<file path="config.mk">
export PLATFORM = sky130hd
export DESIGN_NAME = mux_bus_cycle
export DESIGN_NICKNAME = d
export VERILOG_FILES = /design/src/rtl/mbc_pkg.sv /design/src/rtl/mbc_decode.sv /design/src/rtl/mbc_fsm.sv /design/src/rtl/mbc_datapath.sv /design/src/rtl/mux_bus_cycle.sv
export SDC_FILE = /design/constraint.sdc
export NUM_CORES = 1
export LEC_CHECK = 0
export ABC_AREA = 1
export BUFFER_PORTS_ARGS = -buffer_cell sky130_fd_sc_hd__buf_4
export CAP_MARGIN = 20
export CELL_PAD_IN_SITES_DETAIL_PLACEMENT = 2
export CELL_PAD_IN_SITES_GLOBAL_PLACEMENT = 2
export CORE_MARGIN = 10
export CORE_UTILIZATION = 28
export CTS_CLUSTER_SIZE = 10
export DETAILED_ROUTE_END_ITERATION = 10
export GPL_TIMING_DRIVEN = 0
export PLACE_DENSITY = 0.87
export SETUP_SLACK_MARGIN = 0.05
export SLEW_MARGIN = 20
export SYNTH_ARGS = -nofsm -noshare
export SYNTH_HDL_FRONTEND = slang
export SYNTH_HIERARCHICAL = 1
export SYNTH_SLANG_ARGS = --single-unit
</file>
<file path="constraint.sdc">
create_clock -name clk -period 2.91 [get_ports clk]
set_input_delay 0.291 -clock clk [delete_from_list [all_inputs] [get_ports clk]]
set_output_delay 0.291 -clock clk [all_outputs]
set_load 0.005 [all_outputs]
</file>
<file path="src/rtl/mbc_pkg.sv">
package mbc_pkg;
    typedef enum logic [2:0] {
        ST_IDLE,
        ST_T1,
        ST_T2,
        ST_T3,
        ST_T4
    } tstate_e;

    localparam logic [2:0] CODE_HALT = 3'b000;
    localparam logic [2:0] CODE_MWR  = 3'b001;
    localparam logic [2:0] CODE_MRD  = 3'b010;
    localparam logic [2:0] CODE_OPF  = 3'b011;
    localparam logic [2:0] CODE_BAD  = 3'b100;
    localparam logic [2:0] CODE_IOWR = 3'b101;
    localparam logic [2:0] CODE_IORD = 3'b110;
    localparam logic [2:0] CODE_INTA = 3'b111;

    typedef struct packed {
        logic ok;
        logic rd;
        logic wr;
        logic long_c;
    } kind_attr_t;
endpackage

</file>
<file path="src/rtl/mbc_decode.sv">
module mbc_decode
    import mbc_pkg::*;
(
    input  logic [2:0]  code,
    output kind_attr_t  attr
);
    always_comb begin
        attr = '0;
        unique case (code)
            CODE_HALT: attr = '{ok: 1'b1, rd: 1'b0, wr: 1'b0, long_c: 1'b0};
            CODE_MWR:  attr = '{ok: 1'b1, rd: 1'b0, wr: 1'b1, long_c: 1'b0};
            CODE_MRD:  attr = '{ok: 1'b1, rd: 1'b1, wr: 1'b0, long_c: 1'b0};
            CODE_OPF:  attr = '{ok: 1'b1, rd: 1'b1, wr: 1'b0, long_c: 1'b1};
            CODE_BAD:  attr = '{ok: 1'b0, rd: 1'b0, wr: 1'b0, long_c: 1'b0};
            CODE_IOWR: attr = '{ok: 1'b1, rd: 1'b0, wr: 1'b1, long_c: 1'b0};
            CODE_IORD: attr = '{ok: 1'b1, rd: 1'b1, wr: 1'b0, long_c: 1'b0};
            CODE_INTA: attr = '{ok: 1'b1, rd: 1'b1, wr: 1'b0, long_c: 1'b1};
            default:   attr = '0;
        endcase
    end
endmodule

</file>
<file path="src/rtl/mbc_fsm.sv">
module mbc_fsm
    import mbc_pkg::*;
(
    input  logic    clk,
    input  logic    rst_n,
    input  logic    start,
    input  logic    long_c,
    output tstate_e st,
    output logic    last,
    output logic    done
);
    tstate_e st_nx;

    always_comb begin
        st_nx = st;
        unique case (st)
            ST_IDLE: if (start) st_nx = ST_T1;
            ST_T1:   st_nx = ST_T2;
            ST_T2:   st_nx = ST_T3;
            ST_T3:   st_nx = long_c ? ST_T4 : ST_IDLE;
            ST_T4:   st_nx = ST_IDLE;
            default: st_nx = ST_IDLE;
        endcase
    end

    assign last = (st == ST_T4) || ((st == ST_T3) && !long_c);

    always_ff @(posedge clk or negedge rst_n) begin
        if (!rst_n) begin
            st   <= ST_IDLE;
            done <= 1'b0;
        end else begin
            st   <= st_nx;
            done <= last;
        end
    end
endmodule

</file>
<file path="src/rtl/mbc_datapath.sv">
module mbc_datapath
    import mbc_pkg::*;
#(
    parameter int ADDR_W = 16,
    parameter int DATA_W = 8
) (
    input  logic              clk,
    input  logic              rst_n,
    input  logic              accept,
    input  logic [2:0]        in_code,
    input  kind_attr_t        in_attr,
    input  logic [ADDR_W-1:0] in_addr,
    input  logic [DATA_W-1:0] in_wdata,
    input  logic              capture,
    input  logic [DATA_W-1:0] bus_in,
    output logic [2:0]        code_q,
    output kind_attr_t        attr_q,
    output logic [ADDR_W-1:0] addr_q,
    output logic [DATA_W-1:0] wdata_q,
    output logic [DATA_W-1:0] rdata_q
);
    always_ff @(posedge clk or negedge rst_n) begin
        if (!rst_n) begin
            code_q  <= '0;
            attr_q  <= '0;
            addr_q  <= '0;
            wdata_q <= '0;
            rdata_q <= '0;
        end else begin
            if (accept) begin
                code_q  <= in_code;
                attr_q  <= in_attr;
                addr_q  <= in_addr;
                wdata_q <= in_wdata;
            end
            if (capture) rdata_q <= bus_in;
        end
    end
endmodule

</file>
<file path="src/rtl/mux_bus_cycle.sv">
module mux_bus_cycle
    import mbc_pkg::*;
#(
    parameter int ADDR_W = 16,
    parameter int DATA_W = 8
) (
    input  logic                     clk,
    input  logic                     rst_n,
    input  logic                     req_valid,
    input  logic [2:0]               req_kind,
    input  logic [ADDR_W-1:0]        req_addr,
    input  logic [DATA_W-1:0]        req_wdata,
    input  logic [DATA_W-1:0]        ad_in,
    output logic [DATA_W-1:0]        ad_out,
    output logic                     ad_oe,
    output logic [ADDR_W-DATA_W-1:0] a_hi,
    output logic                     ale,
    output logic                     rd_n,
    output logic                     wr_n,
    output logic                     io_m_n,
    output logic                     s1,
    output logic                     s0,
    output logic [DATA_W-1:0]        rdata,
    output logic                     done,
    output logic                     busy
);
    localparam int HI_W = ADDR_W - DATA_W;

    kind_attr_t        dec_attr;
    kind_attr_t        attr_q;
    tstate_e           st;
    logic              last;
    logic              accept;
    logic              capture;
    logic [2:0]        code_q;
    logic [ADDR_W-1:0] addr_q;
    logic [DATA_W-1:0] wdata_q;

    mbc_decode u_dec (
        .code (req_kind),
        .attr (dec_attr)
    );

    assign accept  = req_valid && (st == ST_IDLE) && dec_attr.ok;
    assign capture = (st == ST_T3) && attr_q.rd;

    mbc_fsm u_fsm (
        .clk    (clk),
        .rst_n  (rst_n),
        .start  (accept),
        .long_c (attr_q.long_c),
        .st     (st),
        .last   (last),
        .done   (done)
    );

    mbc_datapath #(.ADDR_W(ADDR_W), .DATA_W(DATA_W)) u_dp (
        .clk      (clk),
        .rst_n    (rst_n),
        .accept   (accept),
        .in_code  (req_kind),
        .in_attr  (dec_attr),
        .in_addr  (req_addr),
        .in_wdata (req_wdata),
        .capture  (capture),
        .bus_in   (ad_in),
        .code_q   (code_q),
        .attr_q   (attr_q),
        .addr_q   (addr_q),
        .wdata_q  (wdata_q),
        .rdata_q  (rdata)
    );

    assign {io_m_n, s1, s0} = code_q;
    assign a_hi             = addr_q[ADDR_W-1 -: HI_W];

    always_comb begin
        ale    = 1'b0;
        ad_oe  = 1'b0;
        ad_out = '0;
        rd_n   = 1'b1;
        wr_n   = 1'b1;
        busy   = 1'b1;
        unique case (st)
            ST_IDLE: busy = 1'b0;
            ST_T1: begin
                ale    = 1'b1;
                ad_oe  = 1'b1;
                ad_out = addr_q[DATA_W-1:0];
            end
            ST_T2, ST_T3: begin
                rd_n   = !attr_q.rd;
                wr_n   = !attr_q.wr;
                ad_oe  = attr_q.wr;
                ad_out = attr_q.wr ? wdata_q : '0;
            end
            ST_T4: begin
                ad_oe = 1'b0;
            end
            default: busy = 1'b0;
        endcase
    end
endmodule

</file>
==> results by group <==
Routing
  • Vias: 1,810
  • Avg WL per Cell: 15.7 um
  • WL final: 6.28 mm
  • Drt pass-1 iters: 3
  • Post-route ant nets: 0
  • # DRC: 0
  • Vias per Instance: 4.53
  • Iter 0 DRT Violations: 46

Run status
  • Failing checks: negative hold slack
  • Status: finished with violations

Timing
  • Fin crit share: 0.630
  • Final Hold Viols: 40
  • Slew margin rel.: 0.627
  • Fmax: 0.546 GHz
  • Final setup vio count: 0
  • Worst Tran Pin Value: 559 ps
  • Pins Over Slew Limit: 0
  • Unrepaired setup endpoints after global routing: no
  • Minimum clock period: 1830 ps
  • Hold_ws: -10.0 ps
  • Setup TNS: 0 ps
  • Layout Skew: 6.59 ps

Floorplan
  • Die width: 102 um
  • # IOs: 71
  • Initial Util: 0.290
  • FP Rows: 29
  • Core area: 0.00642 mm2
  • Die Ht: 102 um
  • Full die area: 0.0103 mm2

Clock network
  • Root buf cell: clkbuf_8
  • Worst-path clk slew: 70 ps
  • Hold Buf Count CTS: 0
  • Clock tree buffer depth: 2
  • Post_cts resized: 0
  • Worst skew pair latency: 300 ps
  • Num CTS Buffers: 5
  • Sink Count: 42
  • H-tree lvl count: 2
  • Postcts setup bufs: 0
  • TritonCTS clock tree: done

Global routing
  • Grt ovf: 0
  • Overall routing resource usage: 0.128
  • Largest net degree at the start of global routing: 43
  • First-pass GRT wire length: 10.5 mm
  • Vias in the first global route: 2,041
  • Initial antenna violation count: 0

Worst setup path
  • Crit path DAT: 1540 ps
  • Crit Path Max Fanout: 9
  • CP Launch Type: register
  • Worst Path Required: 2620 ps
  • Setup crit end kind: primary output
  • Critical setup path kind: register to primary output

Power
  • Worst VDD drop: 0.295 mV
  • Pwr/cell area: 953 mW/mm2
  • P_leak: 1.53 nW

Placed design
  • HPWL after DPL: 4.74 mm
  • Routability cong.: 0.735
  • Placed Cells incl. Taps: 393
  • Port bufs: 70

Logic synthesis
  • Syn Inst Count: 246
  • Post-Syn Area: 0.00187 mm2
  • Syn_nets: 284
  • YS warnings: 6
  • Avg Inst Size Synth: 7.58 um2

Layout
  • Multi-input gate area: 691 um2
  • Nets: 361
  • Syn-to-layout area delta: 37.4%
  • ANT cells: 0
  • Util after Layout: 0.399
  • Fillers: 761
  • Register area: 0.00105 mm2
  • Ratio of cells with drive above 1 in the final layout: 0.285
  • Final cell count without fillers: 400

Worst hold path
  • Worst hold path type: primary input to asynchronous set/reset pin

Job
  • Max cap viols: 0
-- critical path: stages, from the launching register on --
cell	delay, ps
dfrtp_1	520
nor2_2	390
nand3_1	130
nand2_1	100
buf_4	110
-- report_power, final --
group          internal, mW  total (mW)  switching [mW]  leakage [nW]
clock network         0.166       0.365           0.199        0.0383
registers             0.851        1.02           0.173         0.524
logic                 0.476        1.05           0.577         0.966
total                  1.49        2.44           0.949          1.53
-- per-stage QoR --
| step | instance area (um2) | worst slack, ps | hold slack (ps) | power [mW] |
|---|---|---|---|---|
| 2_1_floorplan | 1870 | 1590 | -4.59 | 1.52 |
| 3_3_place_gp | 2490 | 1280 | 330 | 2.06 |
| 3_5_place_dp | 2490 | 1190 | 330 | 2.13 |
| 4_1_cts | 2560 | 1030 | 7.31 | 2.51 |
| 5_1_grt | 2560 | 892 | 18.8 | 2.69 |
| 6_report | 2560 | 1080 | -10.0 | 2.44 |
-- layer usage --
| layer | vias to the layer above | track usage | share of wire |
|---|---|---|---|
| li1 | 878 | - | - |
| met1 | 883 | 0.147 | 0.41 |
| met2 | 41 | 0.220 | 0.50 |
| met3 | 8 | 0.0388 | 0.067 |
| met4 | 0 | 0.0495 | 0.014 |
| met5 | - | 0 | 0 |
-- final cells by class --
type / instances / area share
Sequential cell: 42 / 0.410
Multi-Input combinational cell: 175 / 0.269
Timing Repair Buffer: 70 / 0.205
Clock buffer: 7 / 0.0298
Buffer: 10 / 0.0205
Tap cell: 77 / 0.0376
Inverter: 19 / 0.0278
-- path summary, 6_finish.rpt --
kind / startpoint / endpoint / slack (ps) / cells after the start
hold reg to reg: u_dp/rdata_q[2] / u_dp/rdata_q[2] / 480 / 2
max in group asynchronous: rst_n / u_fsm/st[0] / 2550 / 1
setup / recovery: u_fsm/st[2] / ad_out[2] / 1080 / 4
hold / removal: rst_n / u_fsm/done / -10 / 1
min in group clk: req_wdata[7] / u_dp/wdata_q[7] / 190 / 3
setup reg to reg: u_fsm/st[2] / u_dp/wdata_q[6] / 1200 / 7
-- registers in the layout (all words and copies together) (netlist names) --
register and flops:
u_dp/wdata_q 8, u_dp/code_q 3, u_dp/rdata_q 8, u_fsm/done 1, u_fsm/st 3, u_dp/attr_q 3, u_dp/addr_q 16
-- layout by cell type, fill, tap and decap left out, drive strengths merged --
master,count
nand2,152
buf,80
dfrtp,42
inv,19
nand3,11
nor2,10
clkbuf,7
nor3,2
Note: power is estimated with default switching activity, not from simulation.
